## config.mk

```make
export PLATFORM = sky130hd
export DESIGN_NAME = gpio_irq_ctrl
export DESIGN_NICKNAME = d
export VERILOG_FILES = /design/src/rtl/gpio_ctrl_pkg.sv /design/src/rtl/gpio_in_cond.sv /design/src/rtl/gpio_detect.sv /design/src/rtl/gpio_irq_ctrl.sv
export SDC_FILE = /design/constraint.sdc
export NUM_CORES = 2
export LEC_CHECK = 0
export CAP_MARGIN = 20
export CORE_MARGIN = 8
export CORE_UTILIZATION = 46
export DETAILED_ROUTE_END_ITERATION = 10
export DONT_BUFFER_PORTS = 1
export SLEW_MARGIN = 30
export SYNTH_ARGS = -nofsm -noshare
export SYNTH_HDL_FRONTEND = slang
export SYNTH_SLANG_ARGS = --single-unit
export TNS_END_PERCENT = 10
```

## constraint.sdc

```tcl
create_clock -name clk -period 3.2 [get_ports clk]
set_input_delay 0.48 -clock clk [delete_from_list [all_inputs] [get_ports clk]]
set_output_delay 0.48 -clock clk [all_outputs]
set_load 0.02 [all_outputs]
```

## src/rtl/gpio_ctrl_pkg.sv

```systemverilog
package gpio_ctrl_pkg;
  localparam int ADDR_W = 12;
  localparam int WORD_W = 32;

  localparam logic [ADDR_W-1:0] OFF_LEVEL = 12'h004;
  localparam logic [ADDR_W-1:0] OFF_DIR   = 12'h01c;
  localparam logic [ADDR_W-1:0] OFF_SET   = 12'h034;
  localparam logic [ADDR_W-1:0] OFF_CLR   = 12'h04c;
  localparam logic [ADDR_W-1:0] OFF_RISE  = 12'h064;
  localparam logic [ADDR_W-1:0] OFF_FALL  = 12'h07c;
  localparam logic [ADDR_W-1:0] OFF_BYP   = 12'h094;
  localparam logic [ADDR_W-1:0] OFF_MASK  = 12'h0ac;
  localparam logic [ADDR_W-1:0] OFF_STS   = 12'h0c4;
  localparam logic [ADDR_W-1:0] OFF_TYPE  = 12'h300;
  localparam logic [ADDR_W-1:0] OFF_POL   = 12'h318;
  localparam logic [ADDR_W-1:0] OFF_WMASK = 12'h400;
  localparam logic [ADDR_W-1:0] OFF_WSTS  = 12'h418;

  // Byte address of the word holding bank b of a register group
  function automatic logic [ADDR_W-1:0] word_addr(logic [ADDR_W-1:0] base, int b);
    return base + ADDR_W'(4 * b);
  endfunction
endpackage

```

## src/rtl/gpio_in_cond.sv

```systemverilog
module gpio_in_cond #(
  parameter int FILT_LEN = 3
) (
  input  logic clk,
  input  logic rst,
  input  logic pin_i,
  input  logic bypass_i,
  output logic sync_o,
  output logic filt_o
);
  localparam int CW = $clog2(FILT_LEN + 1);

  logic          s1_q, s2_q, filt_q;
  logic [CW-1:0] cnt_q;

  always_ff @(posedge clk) begin
    if (rst) begin
      s1_q   <= 1'b0;
      s2_q   <= 1'b0;
      filt_q <= 1'b0;
      cnt_q  <= '0;
    end else begin
      s1_q <= pin_i;
      s2_q <= s1_q;
      if (bypass_i) begin
        filt_q <= s2_q;
        cnt_q  <= '0;
      end else if (s2_q == filt_q) begin
        cnt_q <= '0;
      end else if (cnt_q == CW'(FILT_LEN - 1)) begin
        filt_q <= s2_q;
        cnt_q  <= '0;
      end else begin
        cnt_q <= cnt_q + 1'b1;
      end
    end
  end

  assign sync_o = s2_q;
  assign filt_o = filt_q;


  filt_follow_chk: assert property (@(posedge clk) disable iff (rst)
    (filt_q != $past(filt_q)) |-> (filt_q == $past(s2_q)));

  filt_steady_chk: assert property (@(posedge clk) disable iff (rst)
    (!$past(bypass_i) && (filt_q != $past(filt_q)) && !$past(rst, 2)) |-> ($past(s2_q, 2) == $past(s2_q)));
endmodule

```

## src/rtl/gpio_detect.sv

```systemverilog
module gpio_detect #(
  parameter int W = 64
) (
  input  logic         clk,
  input  logic         rst,
  input  logic [W-1:0] filt_i,
  input  logic [W-1:0] lvl_mode_i,
  input  logic [W-1:0] act_low_i,
  input  logic [W-1:0] rise_en_i,
  input  logic [W-1:0] fall_en_i,
  input  logic [W-1:0] sts_clr_i,
  input  logic [W-1:0] wsts_clr_i,
  output logic [W-1:0] sts_o,
  output logic [W-1:0] wsts_o
);
  logic [W-1:0] prev_q, sts_q, wsts_q;
  logic [W-1:0] edge_evt, lvl_evt, evt;

  always_comb begin
    edge_evt = (rise_en_i & filt_i & ~prev_q) | (fall_en_i & ~filt_i & prev_q);
    lvl_evt  = filt_i ^ act_low_i;
    evt      = (lvl_mode_i & lvl_evt) | (~lvl_mode_i & edge_evt);
  end

  always_ff @(posedge clk) begin
    if (rst) begin
      prev_q <= '0;
      sts_q  <= '0;
      wsts_q <= '0;
    end else begin
      prev_q <= filt_i;
      sts_q  <= (sts_q & ~sts_clr_i) | evt;
      wsts_q <= (wsts_q & ~wsts_clr_i) | evt;
    end
  end

  assign sts_o  = sts_q;
  assign wsts_o = wsts_q;


  sts_sticky_chk: assert property (@(posedge clk) disable iff (rst)
    !$past(rst) |-> ((~sts_q & $past(sts_q) & ~$past(sts_clr_i)) == '0));

  sts_clear_chk: assert property (@(posedge clk) disable iff (rst)
    !$past(rst) |-> ((sts_q & $past(sts_clr_i) & ~$past(evt)) == '0));

  wsts_sticky_chk: assert property (@(posedge clk) disable iff (rst)
    !$past(rst) |-> ((~wsts_q & $past(wsts_q) & ~$past(wsts_clr_i)) == '0));
endmodule

```

## src/rtl/gpio_irq_ctrl.sv

```systemverilog
module gpio_irq_ctrl
  import gpio_ctrl_pkg::*;
#(
  parameter int NBANKS   = 2,
  parameter int FILT_LEN = 3
) (
  input  logic                     clk,
  input  logic                     rst,
  input  logic                     bus_wr,
  input  logic [ADDR_W-1:0]        bus_addr,
  input  logic [WORD_W-1:0]        bus_wdata,
  output logic [WORD_W-1:0]        bus_rdata,
  input  logic [NBANKS*WORD_W-1:0] pin_in,
  output logic [NBANKS*WORD_W-1:0] pin_out,
  output logic [NBANKS*WORD_W-1:0] pin_oe,
  output logic                     irq_out,
  output logic                     wake_out
);
  localparam int NPINS = NBANKS * WORD_W;

  logic [NPINS-1:0] dir_q, out_q, rise_q, fall_q, byp_q;
  logic [NPINS-1:0] mask_q, type_q, pol_q, wmask_q;
  logic [NPINS-1:0] sync_v, filt_v, sts_v, wsts_v, sts_clr, wsts_clr;
  logic [WORD_W-1:0] rd_mux, rdata_q;
  logic irq_q, wake_q;

  genvar p;
  generate
    for (p = 0; p < NPINS; p++) begin : g_pin
      gpio_in_cond #(.FILT_LEN(FILT_LEN)) u_cond (
        .clk(clk), .rst(rst), .pin_i(pin_in[p]), .bypass_i(byp_q[p]),
        .sync_o(sync_v[p]), .filt_o(filt_v[p]));
    end
  endgenerate

  gpio_detect #(.W(NPINS)) u_det (
    .clk(clk), .rst(rst), .filt_i(filt_v), .lvl_mode_i(type_q), .act_low_i(pol_q),
    .rise_en_i(rise_q), .fall_en_i(fall_q), .sts_clr_i(sts_clr), .wsts_clr_i(wsts_clr),
    .sts_o(sts_v), .wsts_o(wsts_v));

  always_ff @(posedge clk) begin
    if (rst) begin
      dir_q <= '0; out_q <= '0; rise_q <= '0; fall_q <= '0; byp_q <= '0;
      mask_q <= '0; type_q <= '0; pol_q <= '0; wmask_q <= '0;
    end else if (bus_wr) begin
      for (int b = 0; b < NBANKS; b++) begin
        if (bus_addr == word_addr(OFF_DIR, b))   dir_q[b*WORD_W +: WORD_W]   <= bus_wdata;
        if (bus_addr == word_addr(OFF_RISE, b))  rise_q[b*WORD_W +: WORD_W]  <= bus_wdata;
        if (bus_addr == word_addr(OFF_FALL, b))  fall_q[b*WORD_W +: WORD_W]  <= bus_wdata;
        if (bus_addr == word_addr(OFF_BYP, b))   byp_q[b*WORD_W +: WORD_W]   <= bus_wdata;
        if (bus_addr == word_addr(OFF_MASK, b))  mask_q[b*WORD_W +: WORD_W]  <= bus_wdata;
        if (bus_addr == word_addr(OFF_TYPE, b))  type_q[b*WORD_W +: WORD_W]  <= bus_wdata;
        if (bus_addr == word_addr(OFF_POL, b))   pol_q[b*WORD_W +: WORD_W]   <= bus_wdata;
        if (bus_addr == word_addr(OFF_WMASK, b)) wmask_q[b*WORD_W +: WORD_W] <= bus_wdata;
        if (bus_addr == word_addr(OFF_SET, b))
          out_q[b*WORD_W +: WORD_W] <= out_q[b*WORD_W +: WORD_W] | bus_wdata;
        if (bus_addr == word_addr(OFF_CLR, b))
          out_q[b*WORD_W +: WORD_W] <= out_q[b*WORD_W +: WORD_W] & ~bus_wdata;
      end
    end
  end

  always_comb begin
    sts_clr  = '0;
    wsts_clr = '0;
    for (int b = 0; b < NBANKS; b++) begin
      if (bus_wr && bus_addr == word_addr(OFF_STS, b))  sts_clr[b*WORD_W +: WORD_W]  = bus_wdata;
      if (bus_wr && bus_addr == word_addr(OFF_WSTS, b)) wsts_clr[b*WORD_W +: WORD_W] = bus_wdata;
    end
  end

  always_comb begin
    rd_mux = '0;
    for (int b = 0; b < NBANKS; b++) begin
      if (bus_addr == word_addr(OFF_LEVEL, b)) rd_mux = rd_mux | sync_v[b*WORD_W +: WORD_W];
      if (bus_addr == word_addr(OFF_DIR, b))   rd_mux = rd_mux | dir_q[b*WORD_W +: WORD_W];
      if (bus_addr == word_addr(OFF_RISE, b))  rd_mux = rd_mux | rise_q[b*WORD_W +: WORD_W];
      if (bus_addr == word_addr(OFF_FALL, b))  rd_mux = rd_mux | fall_q[b*WORD_W +: WORD_W];
      if (bus_addr == word_addr(OFF_BYP, b))   rd_mux = rd_mux | byp_q[b*WORD_W +: WORD_W];
      if (bus_addr == word_addr(OFF_MASK, b))  rd_mux = rd_mux | mask_q[b*WORD_W +: WORD_W];
      if (bus_addr == word_addr(OFF_STS, b))   rd_mux = rd_mux | sts_v[b*WORD_W +: WORD_W];
      if (bus_addr == word_addr(OFF_TYPE, b))  rd_mux = rd_mux | type_q[b*WORD_W +: WORD_W];
      if (bus_addr == word_addr(OFF_POL, b))   rd_mux = rd_mux | pol_q[b*WORD_W +: WORD_W];
      if (bus_addr == word_addr(OFF_WMASK, b)) rd_mux = rd_mux | wmask_q[b*WORD_W +: WORD_W];
      if (bus_addr == word_addr(OFF_WSTS, b))  rd_mux = rd_mux | wsts_v[b*WORD_W +: WORD_W];
    end
  end

  always_ff @(posedge clk) begin
    if (rst) begin
      rdata_q <= '0;
      irq_q   <= 1'b0;
      wake_q  <= 1'b0;
    end else begin
      rdata_q <= rd_mux;
      irq_q   <= |(sts_v & mask_q);
      wake_q  <= |(wsts_v & wmask_q);
    end
  end

  assign bus_rdata = rdata_q;
  assign pin_out   = out_q;
  assign pin_oe    = dir_q;
  assign irq_out   = irq_q;
  assign wake_out  = wake_q;


  out_hold_chk: assert property (@(posedge clk) disable iff (rst)
    (!$past(rst) && !$past(bus_wr)) |-> $stable(pin_out));

  dir_hold_chk: assert property (@(posedge clk) disable iff (rst)
    (!$past(rst) && !$past(bus_wr)) |-> $stable(pin_oe));

  irq_masked_chk: assert property (@(posedge clk) disable iff (rst)
    (!$past(rst) && $past(mask_q) == '0) |-> !irq_out);

  wake_masked_chk: assert property (@(posedge clk) disable iff (rst)
    (!$past(rst) && $past(wmask_q) == '0) |-> !wake_out);
endmodule

```

==> key figures <==
Run status
  • Status: complete, no violations

STA
  • Final setup margin: 0.439 ns
  • Final Hold Violating Endpoints: 0
  • Fin. max-slew vios: 0
  • Layout Skew: 0.0229 ns
  • Slew headroom: 22.7%
  • Fmax: 362 MHz
  • Final Cycle Share: 86.3%
  • Final setup violating endpoints: 0
  • Final min period: 2.76 ns
  • Worst Tran Pin Value: 1.15 ns
  • TNS Setup: 0 ns
  • RSZ-0062 raised after global routing: no

Floorplanning
  • Die height: 338 um
  • Core area: 103,000 um2
  • Die Wd: 338 um
  • Die area: 114,000 um2
  • IO Pins: 273
  • FP Rows: 118
  • Starting Density: 46.2%

Critical path
  • Setup crit start kind: input port
  • RR Startpoint: u_det.wsts_o[15]$_SDFF_PP0_
  • Slowest-stage cell, CP: and4bb_1
  • Crit path cell chain: and4bb_1 -> buf_4 -> and3_1 -> buf_4 -> and2_1 -> buf_12 -> nand2_1 -> a21oi_1 -> dlygate4sd3_1
  • Setup CP Type: input port to flop
  • Max FO, Critical Path: 32
  • CP required: 3.88 ns
  • Crit path launch: bus_addr[0]
  • Buf/Inv on CP: 4
  • Cell mode on critical path: buf_4
  • Critical path endpoint category: flop
  • Max incr delay on CP: 0.81 ns
  • Critical path arrival: 3.44 ns
  • Delay-heaviest family, CP: buffers and inverters

Global route
  • Met1 usage in global routing: 56.1%
  • Gr busiest metal: met2
  • Total track usage: 42.9%
  • Vias in the first global route: 43,600
  • Met2 Use GR: 61.3%
  • Largest net degree at the start of global routing: 625
  • GR Overflow Total: 0
  • First-pass GRT wire length: 346,000 um
  • Met3 GRT Util: 13.3%
  • Initial antenna violation count: 23

Placement
  • Input/output buffers: 0
  • Post-Place Setup Slack: 0.397 ns
  • DPL Wire Length: 173,000 um
  • Placed inst area: 49,400 um2
  • Gpl congestion: 1.11
  • Inst Count DP: 7,058

Yosys
  • Seq/Total Area, Yosys: 47.1%
  • Main synth FF type: dfxtp_1
  • Adder-Cell Fraction of Synth Area: 1.68%
  • Post-synthesis xor/xnor area fraction: 1.19%
  • Synth async-reset ratio: 0%
  • #FFs+latches synth: 1,122
  • Syn_nets: 6,058
  • Mux cell area share after synthesis: 1.51%
  • Synth warn: 0
  • Avg Synthesized Cell Area: 8.10 um2
  • Syn Std Cell Area: 47,600 um2
  • Number of synthesized flops with an enable pin: 0
  • Post-Synth Simple-Gate Area: 22.6%
  • Synth Area in Compound Gates: 20.5%
  • Mapped Cells: 5,883
  • Post-synth cell types: 84
  • Largest family of logic cells by synthesized area: simple AND/OR/NAND/NOR gates

Layout
  • Final Non-Filler Cells: 7,685
  • Finished Cell Area: 57,700 um2
  • Share of cells above drive strength 1: 10.1%
  • Area growth, synth to finish: 21.1%
  • Fin nets: 6,355
  • Final Util: 56.0%

Clocking
  • Max Root-Sink Buffers: 3
  • Clk pin slew, worst setup/hold paths: 0.06 ns
  • Clk sinks: 1,122
  • Later-pin clock latency in the skew report: 0.76 ns
  • Htree depth: 3
  • CTS tree: built
  • Root Driver: clkbuf_16
  • CTS Buf Count: 117

Detailed routing
  • Detailed Routing Iterations Pass 1: 9
  • First-iteration detailed-routing DRC count: 7,889
  • DR WL/cell: 33.2 um
  • Vias: 48,600
  • Drt via density: 6.32
  • DRC: 0
  • DRT antenna net count: 0
  • Routed WL: 255,000 um

Power
  • Pwr Density: 527 nW/um2
  • Leakage: 0.0199 uW
  • Worst VDD drop: 536 uV

Min path
  • Hold_sp: bus_wdata[1]
  • HP Class: input port to flop

Job
  • Max_cap viols: 0
[power breakdown]
group / internal (uW) / switching, uW / total (uW)
registers: 14100 / 85.4 / 14200
clock network: 8770 / 6240 / 15000
logic: 364 / 889 / 1250
total: 23200 / 7210 / 30400
[layer usage]
layer	part of all wire, %	wire, um
met1	39	98400
met2	41	103000
met3	13	33200
met4	7.9	20100
met5	0.019	48
[cell usage in the layout, fill, tap and decap left out, types with 40 or more instances in the layout]
cell type	instances
nand2_1	1616
dfxtp_1	1122
a21oi_1	751
dlygate4sd3_1	345
o21ai_0	301
nor2_1	285
nor2b_1	259
buf_4	203
a22oi_1	176
clkbuf_16	117
inv_1	64
ha_1	64
mux2i_1	55
xnor2_1	54
nand3_1	50
buf_12	47
nand2_2	43
a22o_1	43
a211oi_1	43
a221oi_1	42
a21oi_2	40
[kinds of logic after synthesis]
family / Yosys count
flip-flops: 1122
AND/OR/NAND/NOR: 2443
adder cells (fa/ha/maj): 64
XOR/XNOR: 65
buffers and inverters: 508
multiplexers: 70
AO/OA/AOI/OAI: 1611
[worst register-to-register path, delay by kind of cell, from the launching register on]
family | cells | cell delay, ns
AOI/OAI and AO/OA | 3 | 1.33
and+or+nand+nor | 2 | 0.59
DFF | 1 | 0.35
[what timing repair did]
item	in CTS	in global routing
hold buffers	380	0
hold endpoints to repair	857	0
gates resized for setup	0	0
buffers inserted	0	0
[layout make-up]
class | count | area, um2
multi-input cells | 4253 | 22700
flip-flops and latches | 1122 | 22500
fillers | 9480 | 45300
diodes | 20 | 50.0
well taps | 1380 | 1730
inverters | 64 | 240
repair buffers | 622 | 6230
clock inverters | 67 | 955
clock buffers | 157 | 3300
[per-stage QoR]
stage               hold WS (ns)  total power, uW
global placement           0.398            15100
detailed placement         0.401            15100
CTS                      0.00477            30300
finish                    0.0416            30400
global route              0.0234            31100
floorplan                  0.391            15100
[worst paths after layout]
check	depth (start not counted)	to	slack (ns)
max reg2reg	5	wake_out$_SDFF_PP0_	0.71
min reg2reg	1	g_pin[22].u_cond.cnt_q[0]$_SDFF_PP0_	0.41
min	3	pin_oe[33]$_SDFFE_PP0P_	0.04
max	9	fall_q[12]$_SDFFE_PP0P_	0.44
[synthesized netlist by cell type (10+ instances only)]
library cell / count / area share [%]
a221oi_1: 42 / 0.77
clkbuf_1: 236 / 1.9
a211oi_1: 43 / 0.68
nor2_1: 290 / 2.3
xnor2_1: 54 / 0.99
o2bb2ai_1: 26 / 0.48
a22oi_1: 176 / 2.8
a21oi_2: 41 / 0.75
nand3b_1: 17 / 0.27
and3_1: 24 / 0.32
nor3_1: 19 / 0.20
and3b_1: 10 / 0.18
ha_1: 64 / 1.7
buf_6: 49 / 1.2
nand2_1: 1619 / 13
xor2_1: 11 / 0.20
nor2b_1: 263 / 3.5
dfxtp_1: 1122 / 47
nand4_1: 21 / 0.28
nor3b_1: 10 / 0.16
o21ai_0: 301 / 3.2
a41oi_1: 22 / 0.40
a222oi_1: 12 / 0.25
a21oi_1: 751 / 7.9
buf_2: 127 / 1.3
mux2_2: 15 / 0.35
and2_1: 14 / 0.18
buf_4: 21 / 0.33
nand2_2: 40 / 0.53
a32o_1: 13 / 0.27
inv_1: 64 / 0.50
a311oi_1: 32 / 0.59
o22ai_1: 39 / 0.51
mux2i_1: 55 / 1.2
o31ai_1: 17 / 0.27
nand3_1: 52 / 0.55
a22o_1: 43 / 0.79
[sequential cells by signal, indices dropped and copies added (netlist names), 64 cells and up, named ones only]
| name | flops |
|---|---|
| pin_oe | 64 |
| g_pin.u_cond.sync_o | 64 |
| g_pin.u_cond.filt_o | 64 |
| u_det.prev_q | 64 |
| g_pin.u_cond.cnt_q | 128 |
| wmask_q | 64 |
| mask_q | 64 |
| type_q | 64 |
| u_det.wsts_o | 64 |
| byp_q | 64 |
| fall_q | 64 |
| u_det.sts_o | 64 |
| pol_q | 64 |
| g_pin.u_cond.s1_q | 64 |
| rise_q | 64 |
Power figures use the tool's default switching activity.
